--- config.mk ---
export PLATFORM = sky130hd
export DESIGN_NAME = cr_lut_unit
export DESIGN_NICKNAME = d
export VERILOG_FILES = /design/src/rtl/cr_lut_pkg.sv /design/src/rtl/cr_field_engine.sv /design/src/rtl/cr_bit_engine.sv /design/src/rtl/cr_lut_unit.sv
export SDC_FILE = /design/constraint.sdc
export NUM_CORES = 1
export LEC_CHECK = 0
export BUFFER_PORTS_ARGS = -buffer_cell sky130_fd_sc_hd__buf_2
export CAP_MARGIN = 0
export CORE_ASPECT_RATIO = 1.25
export CORE_MARGIN = 3
export CORE_UTILIZATION = 35
export DETAILED_ROUTE_END_ITERATION = 12
export GPL_TIMING_DRIVEN = 0
export PLACE_DENSITY = 0.62
export SETUP_SLACK_MARGIN = 0.2
export SLEW_MARGIN = 20
export SYNTH_ARGS = -nofsm -noshare
export SYNTH_HDL_FRONTEND = slang
export SYNTH_SLANG_ARGS = --single-unit
--- constraint.sdc ---
create_clock -name clk -period 4.7 [get_ports clk]
set_input_delay 0.235 -clock clk [delete_from_list [all_inputs] [get_ports clk]]
set_output_delay 0.235 -clock clk [all_outputs]
set_load 0.005 [all_outputs]
--- src/rtl/cr_lut_pkg.sv ---
package cr_lut_pkg;
  localparam int CR_W   = 32;
  localparam int FLD_W  = 4;
  localparam int NFLD   = CR_W / FLD_W;
  localparam int BIT_IW = $clog2(CR_W);
  localparam int FLD_IW = $clog2(NFLD);
  localparam int TBL3_W = 8;

  typedef enum logic [1:0] {
    OP_FLD_TER = 2'd0,
    OP_FLD_BIN = 2'd1,
    OP_BIT_TER = 2'd2,
    OP_BIT_BIN = 2'd3
  } cr_op_e;

  // Field f of the register, field bit 0 in the returned MSB.
  function automatic logic [FLD_W-1:0] fld_get(logic [CR_W-1:0] cr, logic [FLD_IW-1:0] f);
    logic [CR_W-1:0] tmp;
    tmp = cr << (BIT_IW'(FLD_W) * BIT_IW'(f));
    return tmp[CR_W-1 -: FLD_W];
  endfunction

  // Bit n counted from the MSB.
  function automatic logic bit_get(logic [CR_W-1:0] cr, logic [BIT_IW-1:0] n);
    logic [CR_W-1:0] tmp;
    tmp = cr << n;
    return tmp[CR_W-1];
  endfunction

  // Table lookups, index 0 is the leftmost entry.
  function automatic logic pick8(logic [TBL3_W-1:0] t, logic [2:0] idx);
    return t[~idx];
  endfunction

  function automatic logic pick4(logic [FLD_W-1:0] t, logic [1:0] idx);
    return t[~idx];
  endfunction
endpackage

--- src/rtl/cr_field_engine.sv ---
module cr_field_engine
  import cr_lut_pkg::*;
(
  input  logic [CR_W-1:0]   cr,
  input  logic              is_bin,
  input  logic [FLD_IW-1:0] dst,
  input  logic [FLD_IW-1:0] fa_sel,
  input  logic [FLD_IW-1:0] fb_sel,
  input  logic [TBL3_W-1:0] imm,
  input  logic [FLD_W-1:0]  mask,
  output logic [CR_W-1:0]   cr_new,
  output logic [CR_W-1:0]   wmask
);
  logic [FLD_W-1:0]  fd, fa, fb, nf;
  logic [BIT_IW-1:0] sh;
  logic [CR_W-1:0]   placed;

  assign fd = fld_get(cr, dst);
  assign fa = fld_get(cr, fa_sel);
  assign fb = fld_get(cr, fb_sel);

  for (genvar i = 0; i < FLD_W; i++) begin : g_bit
    localparam int P = FLD_W - 1 - i;
    logic t_ter, t_bin;
    assign t_ter = pick8(imm, {fd[P], fa[P], fb[P]});
    assign t_bin = pick4(fb, {fd[P], fa[P]});
    assign nf[P] = is_bin ? t_bin : t_ter;
  end

  assign sh     = BIT_IW'(FLD_W) * BIT_IW'(dst);
  assign wmask  = (CR_W'(mask) << (CR_W - FLD_W)) >> sh;
  assign placed = (CR_W'(nf) << (CR_W - FLD_W)) >> sh;
  assign cr_new = (cr & ~wmask) | (placed & wmask);
endmodule

--- src/rtl/cr_bit_engine.sv ---
module cr_bit_engine
  import cr_lut_pkg::*;
(
  input  logic [CR_W-1:0]   cr,
  input  logic              is_bin,
  input  logic [BIT_IW-1:0] bt,
  input  logic [BIT_IW-1:0] ba,
  input  logic [BIT_IW-1:0] bb,
  input  logic [TBL3_W-1:0] imm,
  output logic [CR_W-1:0]   cr_new,
  output logic [CR_W-1:0]   wmask
);
  logic d, a, b, nb;
  logic [FLD_W-1:0] tbl;

  assign d   = bit_get(cr, bt);
  assign a   = bit_get(cr, ba);
  assign b   = bit_get(cr, bb);
  assign tbl = fld_get(cr, bb[FLD_IW-1:0]);
  assign nb  = is_bin ? pick4(tbl, {d, a}) : pick8(imm, {d, a, b});

  assign wmask  = {1'b1, {(CR_W-1){1'b0}}} >> bt;
  assign cr_new = (cr & ~wmask) | (nb ? wmask : '0);
endmodule

--- src/rtl/cr_lut_unit.sv ---
module cr_lut_unit
  import cr_lut_pkg::*;
(
  input  logic        clk,
  input  logic        rst_n,
  input  logic        op_valid,
  input  logic [1:0]  op_sel,
  input  logic [31:0] cr_in,
  input  logic [4:0]  dst_sel,
  input  logic [4:0]  srca_sel,
  input  logic [4:0]  srcb_sel,
  input  logic [7:0]  imm_tbl,
  input  logic [3:0]  wr_mask,
  output logic        res_valid,
  output logic [31:0] cr_out,
  output logic        illegal
);
  cr_op_e          op;
  logic [CR_W-1:0] fld_new, fld_wmask, bit_new, bit_wmask, nxt_cr;
  logic            is_fld_op, illegal_w;

  assign op        = cr_op_e'(op_sel);
  assign is_fld_op = (op == OP_FLD_TER) || (op == OP_FLD_BIN);
  assign illegal_w = (op == OP_FLD_BIN) && (wr_mask == '0);

  cr_field_engine u_fld (
    .cr(cr_in), .is_bin(op == OP_FLD_BIN),
    .dst(dst_sel[FLD_IW-1:0]), .fa_sel(srca_sel[FLD_IW-1:0]), .fb_sel(srcb_sel[FLD_IW-1:0]),
    .imm(imm_tbl), .mask(wr_mask), .cr_new(fld_new), .wmask(fld_wmask)
  );

  cr_bit_engine u_bit (
    .cr(cr_in), .is_bin(op == OP_BIT_BIN),
    .bt(dst_sel), .ba(srca_sel), .bb(srcb_sel),
    .imm(imm_tbl), .cr_new(bit_new), .wmask(bit_wmask)
  );

  always_comb begin
    if (illegal_w)      nxt_cr = cr_in;
    else if (is_fld_op) nxt_cr = fld_new;
    else                nxt_cr = bit_new;
  end

  always_ff @(posedge clk) begin
    if (!rst_n) begin
      res_valid <= 1'b0;
      illegal   <= 1'b0;
      cr_out    <= '0;
    end else begin
      res_valid <= op_valid;
      illegal   <= op_valid && illegal_w;
      if (op_valid) cr_out <= nxt_cr;
    end
  end

  // a result appears only for a request one cycle earlier
  a_r2_valid_follows: assert property (@(posedge clk) disable iff (!rst_n)
    res_valid |-> $past(op_valid));
  // the register output holds without a request
  a_r2_hold_idle: assert property (@(posedge clk) disable iff (!rst_n)
    !$past(op_valid) |-> $stable(cr_out));
  // a refused request returns the register unchanged
  a_r7_illegal_keeps: assert property (@(posedge clk) disable iff (!rst_n)
    (res_valid && illegal) |-> (cr_out == $past(cr_in)));
  // only a field binary request with an empty mask is refused
  a_r7_illegal_cause: assert property (@(posedge clk) disable iff (!rst_n)
    illegal |-> ($past(op_sel) == 2'd1 && $past(wr_mask) == 4'd0));
  // field operations touch only masked bits of the destination field
  a_r5_field_confined: assert property (@(posedge clk) disable iff (!rst_n)
    (res_valid && !$past(op_sel[1])) |-> (((cr_out ^ $past(cr_in)) & ~$past(fld_wmask)) == '0));
  // single-bit operations change at most one bit, and only the selected one
  a_r10_single_bit: assert property (@(posedge clk) disable iff (!rst_n)
    (res_valid && $past(op_sel[1])) |-> ($countones(cr_out ^ $past(cr_in)) <= 1 &&
                                         ((cr_out ^ $past(cr_in)) & ~$past(bit_wmask)) == '0));
endmodule

# Word-level counts from Yosys, hierarchy flattened
# Cells that the tools add are included.
# W data, S select, Z words.
[word_totals]
reg_bits = 34
inputBits = 64
word_cells = 74
out_inout_bits = 34
[op_classes]
bitwise = 17
n_eq_ne = 2
n_reduce_logical = 5
shift = 9
n_lt_le_gt_ge = 10
mux = 28
[ops]
columns = ["operator", "n"]
rows = [
  ["$shl A32 B5 Y32", 6],
  ["$and A32 B32 Y32", 3],
  ["$mux W32", 3],
  ["$not A32 Y32", 2],
  ["$or A32 B32 Y32", 2],
  ["$shr A32 B5 Y32", 2],
  ["$shr A32 B5 Y32 const A", 1],
  ["$lt A3 B4 Y1 const B", 5],
  ["$bmux W1 S3", 5],
  ["$lt A2 B3 Y1 const B", 5],
  ["$mux W1", 15],
  ["$not A3 Y3", 5],
  ["$bmux W1 S2", 5],
  ["$not A2 Y2", 5],
  ["$logic_not A4 Y1", 1],
  ["$eq A2 B1 Y1 const B", 1],
  ["$eq A2 B2 Y1 const B", 1],
  ["$logic_and A1 B1 Y1", 2],
  ["$logic_not A2 Y1", 1],
  ["$logic_or A1 B1 Y1", 1],
]

# Longest topological paths before layout
# Gate-level depths: netlist of run 1.
[logic_depth]
depth_word = 10
mapped_depth = 13
depth_no_buf = 9

# Hierarchy
# From an unflattened synthesis of run 1, not the netlist that was laid out.
[unflattened]
cells_unflattened = 676
area_unflattened_um2 = 6438.7
[modules_own_cells]
columns = ["mod", "n_inst", "area_per_inst_um2", "seq_area_each_um2", "cells_per_inst"]
rows = [
  ["cr_lut_unit", 1, 2666.3, 680.7, 232],
  ["cr_field_engine", 1, 1911.8, 0.0, 241],
  ["cr_bit_engine", 1, 1860.5, 0.0, 203],
]

# Worst setup path before layout of run 1
# OpenSTA, ideal clock, no wires.
[synth_timing]
path_kind = "input-to-reg"
from = "input port dst_sel[1]"
to = "register cr_out[12]"
required_time_ps = 4621
setup_ps = 79
slack_ps = 1675
t_arrival_ps = 2946
path_stages = 12
n_path_buf = 3
path_cell_list = "clkbuf_1 -> clkbuf_1 -> mux4_2 -> mux4_2 -> mux2_2 -> clkinv_1 -> nor2_1 -> o2bb2ai_1 -> a311o_1 -> buf_2 -> a311o_1 -> o211ai_1"
[synth_between]
elab_chain_len = 10
word_cells_on_any_way = 29
classes_between = "shift: 5; mux: 13; bitwise: 11"
[synth_lines]
columns = ["item", "line", "text"]
rows = [
  ["start, declared", "cr_lut_unit.sv:9", "input logic [4:0] dst_sel,"],
  ["$shl A32 B5 Y32", "cr_lut_pkg.sv:19", "tmp = cr << (BIT_IW'(FLD_W) * BIT_IW'(f));"],
  ["$not A3 Y3 or $not A2 Y2 (tied branches)", "cr_lut_pkg.sv:32, cr_lut_pkg.sv:36", ""],
  ["$bmux W1 S3 or $bmux W1 S2 (tied branches)", "cr_lut_pkg.sv:32, cr_lut_pkg.sv:36", ""],
  ["$mux W1, on equally long branches", "cr_lut_pkg.sv:32, cr_lut_pkg.sv:36", ""],
  ["$mux W1", "cr_field_engine.sv:27", "assign nf[P] = is_bin ? t_bin : t_ter;"],
  ["$shr A32 B5 Y32", "cr_field_engine.sv:32", "assign placed = (CR_W'(nf) << (CR_W - FLD_W)) >> sh;"],
  ["$and A32 B32 Y32", "cr_field_engine.sv:33", "assign cr_new = (cr & ~wmask) | (placed & wmask);"],
  ["$or A32 B32 Y32", "cr_field_engine.sv:33", ""],
  ["$mux W32 (*)", "cr_lut_unit.sv:40", "else if (is_fld_op) nxt_cr = fld_new;"],
  ["$mux W32 (*)", "cr_lut_unit.sv:39", "if (illegal_w) nxt_cr = cr_in;"],
  ["end signal, assigned", "cr_lut_unit.sv:52", "if (op_valid) cr_out <= nxt_cr;"],
  ["end, declared", "cr_lut_unit.sv:15", "output logic [31:0] cr_out,"],
]
# Mark *: on every way between the ends. The rest lies on a longest branch, timed or not. The select of a mux whose other input is x is not followed.
# A chain may end at the register's enable or synchronous reset.

# Final worst setup path of run 1
[layout_timing]
from = "input port dst_sel[1]"
to = "register cr_out[2]"
# The elaborated chain is that of the path after synthesis.

==> qor.csv, run 1 <==
metric,value,unit
Tcrit/Tclk final,73.8,%
slowest CP cell,clkbuf_1,
syn_area_per_cell,8.33,um^2
most frequent cells in the layout,"buf_2 (95), nand2_1 (74), a21oi_1 (49)",
main combinational cell family by area after synthesis,multiplexers,
most frequent CP cell,mux2i_1,
Psw,495,uW
row count,46,
vias in the first global route,5483,
"most common cell after layout, fill and taps aside",buf_2,
RSZ-0062 raised after global routing,false,
Ys Warns,0,
total CTS buffers,5,
P_leak,2.10,nW
post-synthesis mux area share,31.8,%
final wirelength,22500,um
initial core utilization,36.5,%
number of synthesized flops with an enable pin,0,
clk sinks,34,
# IOs,98,
Worst Tran Pin Value,0.835,ns
Final ANT Viol Nets,0,
Comb pwr share,47.7,%
Post-Syn Area,4750,um^2
Setup CP Type,in -> reg,
Critical Path Source Type,input pin,
cell family contributing the most delay on the critical path,multiplexers,
setup repair bufs after CTS,0,
PwrDens,222,nW/um^2
drt first pass iters,6,
WP data arrival,3.69,ns
GR Overflow Total,0,
sequential fraction of the synthesis area,14.3,%
first-pass GRT wire length,33200,um
Final Max Slew Viols,0,
Worst-path clk slew,0.05,ns
CTS tree,done,
status,"complete, no violations",
class of the worst hold path,in -> reg,
Synth Area in Compound Gates,31.5,%
post-synthesis xor/xnor area fraction,0,%
Nets,728,
initial antenna violation count,0,
vias per inst,6.82,
layout overhead on the synthesized area,16.5,%
Mapped Cells,570,
Max-slew headroom,44.2,%
CP Capture Type,flop,
ys flop type,dfxtp_1,
Vias,5678,
worst-path fanout max,10,
H-tree Lvls,2,
Hold Buf Count CTS,0,
clk root buf,clkbuf_16,
GRT Overall Usage,29.7,%
# DRC,0,
die area,15000,um^2
global placer's final weighted congestion,1.02,
post-cts resize count,0,
post-synth cell types,61,
CP required,4.92,ns
worst skew pair latency,0.28,ns
Int Pwr,732,uW
hold slack,0.398,ns
synthesized flop and latch total,34,
CP Cell Sequence,"clkbuf_1, clkbuf_1, clkbuf_1, mux4_2, mux2i_1, mux2i_1, mux2i_1, mux2i_1, nand2_1, o21ai_0, a221o_1",
async set-or-reset flop fraction in the synthesized netlist,0,%
port bufs,87,
Final Hold Vio Count,0,
Die X,110,um
Bufs and invs on worst path,3,
share of layout cells above drive strength 1,24.8,%
Post-Synth Adder-Cell Area,0,%
Max Cap Viol,0,
pin count of the biggest net entering global routing,11,
Fin Setup TNS,0,ns
Clock power frac,25.8,%
Clock Path Buffers,2,
# setup viols final,0,
dpl hpwl,16500,um
Peak VDD IR,0.000148,V
Post-Syn Nets,634,
Synth Area in Simple Gates,16.1,%
height of the chip,136,um
post-layout min period,3.47,ns
switch share,40.3,%
fmax,288,MHz
Reg power frac,26.5,%
area of the core,13000,um^2
average wire per standard cell,27.0,um
Slowest Stage Delay on Critical Path,0.43,ns
Worst Skew,0,ns
initial DRC count,841,
antenna fix cells,0,
## per-layer routing
layer,track usage (%),wire (um),vias up
met5,0,0,-
met4,12.8,1010,0
met3,6.08,2240,74
met2,46.3,10200,418
met1,39.4,9040,2726
li1,-,-,2460
## worst min-delay path: cells and delay by family
| family | cells | cell delay [ns] |
|---|---|---|
| compound gates | 2 | 0.23 |
| buf+inv | 1 | 0.16 |
## through the flow
| step | std cells | worst slack, ns | util [%] | instance area [um^2] | power [mW] |
|---|---|---|---|---|---|
| 6_report | 832 | 1.23 | 42.6 | 5540 | 1.23 |
| 5_1_grt | 832 | 1.02 | 42.6 | 5540 | 1.28 |
| 4_1_cts | 832 | 1.31 | 42.6 | 5540 | 1.22 |
| 3_5_place_dp | 825 | 1.03 | 41.5 | 5400 | 0.899 |
| 3_3_place_gp | 825 | 1.08 | 41.5 | 5400 | 0.892 |
| 2_1_floorplan | 570 | 1.68 | - | 4750 | 0.683 |
## cell usage after synthesis, types with 3 or more instances
cell type / count / area, um^2
nand2b_1: 4 / 25.0
inv_1: 7 / 26.3
and2_1: 10 / 62.6
or3_1: 3 / 18.8
a211oi_1: 7 / 52.6
dfxtp_1: 34 / 681
a221oi_1: 7 / 61.3
mux4_2: 41 / 923
o211ai_1: 12 / 90.1
o21ai_1: 6 / 30.0
o21ai_0: 28 / 140
and3_1: 4 / 25.0
nand2_1: 74 / 278
a311o_1: 13 / 130
buf_1: 5 / 18.8
a31oi_1: 8 / 50.1
a221o_1: 13 / 130
a32oi_1: 6 / 52.6
mux2i_1: 39 / 390
o31ai_1: 5 / 37.5
a2111oi_0: 4 / 35.0
and2_0: 3 / 18.8
a311oi_1: 15 / 131
clkbuf_1: 37 / 139
mux2_1: 9 / 101
nor2_1: 29 / 109
nor3_1: 7 / 35.0
o21a_1: 9 / 67.6
nor2b_1: 12 / 75.1
buf_2: 8 / 40.0
mux2_2: 6 / 67.6
buf_6: 5 / 56.3
o22ai_1: 7 / 43.8
nand3_1: 9 / 45.0
a21oi_1: 49 / 245
## registers in the layout, indices dropped and copies added, names as in the netlist
register,cells
cr_out,32
illegal,1
res_valid,1
## cell families after synthesis
group	after synthesis
buf+inv	65
flops	34
simple gates	165
compound gates	209
mux	97
## layout make-up
type	count	area, um^2
sequential	34	681
multi-input combinational	471	3780
buffer	57	267
clock buffer	5	125
clock inverter	2	10.0
tap	168	210
fill	1352	7470
inverter	8	30.0
timing repair buffer	87	435
## power by group through the flow
stage,logic (mW),registers (mW),clock network (mW)
detailed placement,0.567,0.332,0
floorplan,0.351,0.332,0
global route,0.618,0.328,0.332
global placement,0.562,0.331,0
CTS,0.570,0.325,0.324
finish,0.585,0.325,0.317
## worst paths after layout
path / slack (ns) / endpoint / cells past startpoint / startpoint
worst max-delay path: 1.23 / cr_out[2] / 11 / dst_sel[1]
worst min register to register: 0.48 / cr_out[24] / 2 / cr_out[24]
worst min-delay path: 0.40 / cr_out[3] / 3 / cr_in[3]
worst max register to register: 3.77 / cr_out[8] / 3 / cr_out[8]
(Power assumes the default switching activity.)
==> run 2, diff against run 1 <==
- PLACE_DENSITY: 0.62 -> 0.64
- clock period: 4.7 -> 2.96 ns (I/O delays scaled with it)
==> run 2 against run 1 <==
Sequential power is 58% higher. Non-clock buffer count is 9 higher. Largest cell class unchanged. Flip-flop and latch count stayed put. Critical path type unchanged. Largest power group unchanged.
==> qor.csv, run 2 (synthesized netlist as in run 1, its figures left out) <==
metric,value,unit
cell family contributing the most delay on the critical path,multiplexers,
CP required,3.19,ns
final wirelength,22300,um
Hold Buf Count CTS,0,
first-pass GRT wire length,33400,um
dpl hpwl,16100,um
drt first pass iters,5,
total CTS buffers,5,
Slowest Stage Delay on Critical Path,0.56,ns
initial DRC count,642,
WP data arrival,2.97,ns
max reg flops,32,
Tcrit/Tclk final,92.4,%
RSZ-0062 raised after global routing,true,
# setup viols final,0,
Fin Setup TNS,0,ns
share of layout cells above drive strength 1,31.5,%
Worst Skew,0,ns
pin count of the biggest net entering global routing,12,
vias in the first global route,5547,
status,"complete, no violations",
Final ANT Viol Nets,0,
Clock Path Buffers,2,
DP Area,5430,um^2
"Most flops, register",cr_out,
initial antenna violation count,0,
average wire per standard cell,26.5,um
# IOs,98,
most frequent CP cell,mux4_2,
clk root buf,clkbuf_16,
most frequent cells in the layout,"buf_2 (85), nand2_1 (72), a21oi_1 (48)",
class of the worst hold path,in -> reg,
Bufs and invs on worst path,2,
die area,15000,um^2
Critical Path Source Type,input pin,
P_leak,2.24,nW
Nets,737,
slowest CP cell,mux4_2,
Peak VDD IR,0.000181,V
port bufs,87,
PwrDens,359,nW/um^2
row count,46,
clk sinks,34,
initial core utilization,36.5,%
Setup CP Type,in -> reg,
Die X,110,um
GR Overflow Total,0,
global placer's final weighted congestion,1.05,
"Design Area, Final",5970,um^2
GRT Overall Usage,29.6,%
Worst-path clk slew,0.06,ns
CTS tree,done,
vias per inst,6.81,
area of the core,13000,um^2
Final Hold Vio Count,0,
Max Cap Viol,0,
post-layout min period,2.74,ns
worst skew pair latency,0.29,ns
worst-path fanout max,10,
fmax,365,MHz
# DRC,0,
biggest registers after layout,"cr_out (32), illegal (1), res_valid (1)",
antenna fix cells,0,
height of the chip,136,um
"most common cell after layout, fill and taps aside",buf_2,
Worst Tran Pin Value,0.850,ns
CP Cell Sequence,"buf_2, buf_6, mux4_2, mux2i_4, mux4_2, mux2i_2, nand2_2, o31ai_2, a21o_1",
Vias,5732,
total power,2.14,mW
H-tree Lvls,2,
Max-slew headroom,43.1,%
CP Capture Type,flop,
layout overhead on the synthesized area,25.7,%
Final Max Slew Viols,0,
run 2: final cells by class:
| type | instances | area, um^2 |
|---|---|---|
| Tap cell | 168 | 210 |
| Clock buffer | 6 | 139 |
| Sequential cell | 34 | 681 |
| Timing Repair Buffer | 96 | 577 |
| Fill cell | 1363 | 7040 |
| Multi-Input combinational cell | 471 | 3950 |
| Inverter | 8 | 30.0 |
| Clock inverter | 2 | 12.5 |
| Buffer | 57 | 375 |
run 2: path summary, 6_finish.rpt:
check / startpoint / end / slack, ns / depth (start not counted)
max: srca_sel[0] / cr_out[26] / 0.22 / 9
min: cr_in[8] / cr_out[8] / 0.32 / 3
max reg2reg: cr_out[8] / cr_out[8] / 2.05 / 3
min reg2reg: cr_out[22] / cr_out[22] / 0.45 / 2
run 2: report_power, final:
part	switching [mW]	total [mW]	internal [mW]	leakage, nW
registers	0.0193	0.515	0.496	0.281
clock network	0.218	0.552	0.334	0.0729
logic	0.608	1.07	0.466	1.88
total	0.846	2.14	1.30	2.24
run 2: timing repair:
action | CTS | global route
pin swaps | 3 | 5
endpoints found under the setup margin | 31 | 29
resized for setup | 31 | 49
buffers inserted | 3 | 3
cloned | 1 | 2
run 2: tightest hold or removal path: stages:
cell	delay, ns
buf_2	0.18
a21oi_1	0.14
o31ai_1	0.08
run 2: through the flow:
step	setup slack (ns)	cells	hold slack, ns	utilization [%]
finish	0.224	842	0.316	45.9
global route	0.110	842	0.321	45.9
CTS	0.207	837	0.307	44.0
detailed placement	-0.335	825	0.445	41.7
global placement	-0.303	825	0.437	41.7
floorplan	0.209	570	0.315	-
run 2: per-layer routing:
layer | wire, um | global-route usage (%)
met1 | 8580 | 39.3
met2 | 10300 | 47.5
met3 | 2190 | 4.18
met4 | 1190 | 13.1
met5 | 0 | 0
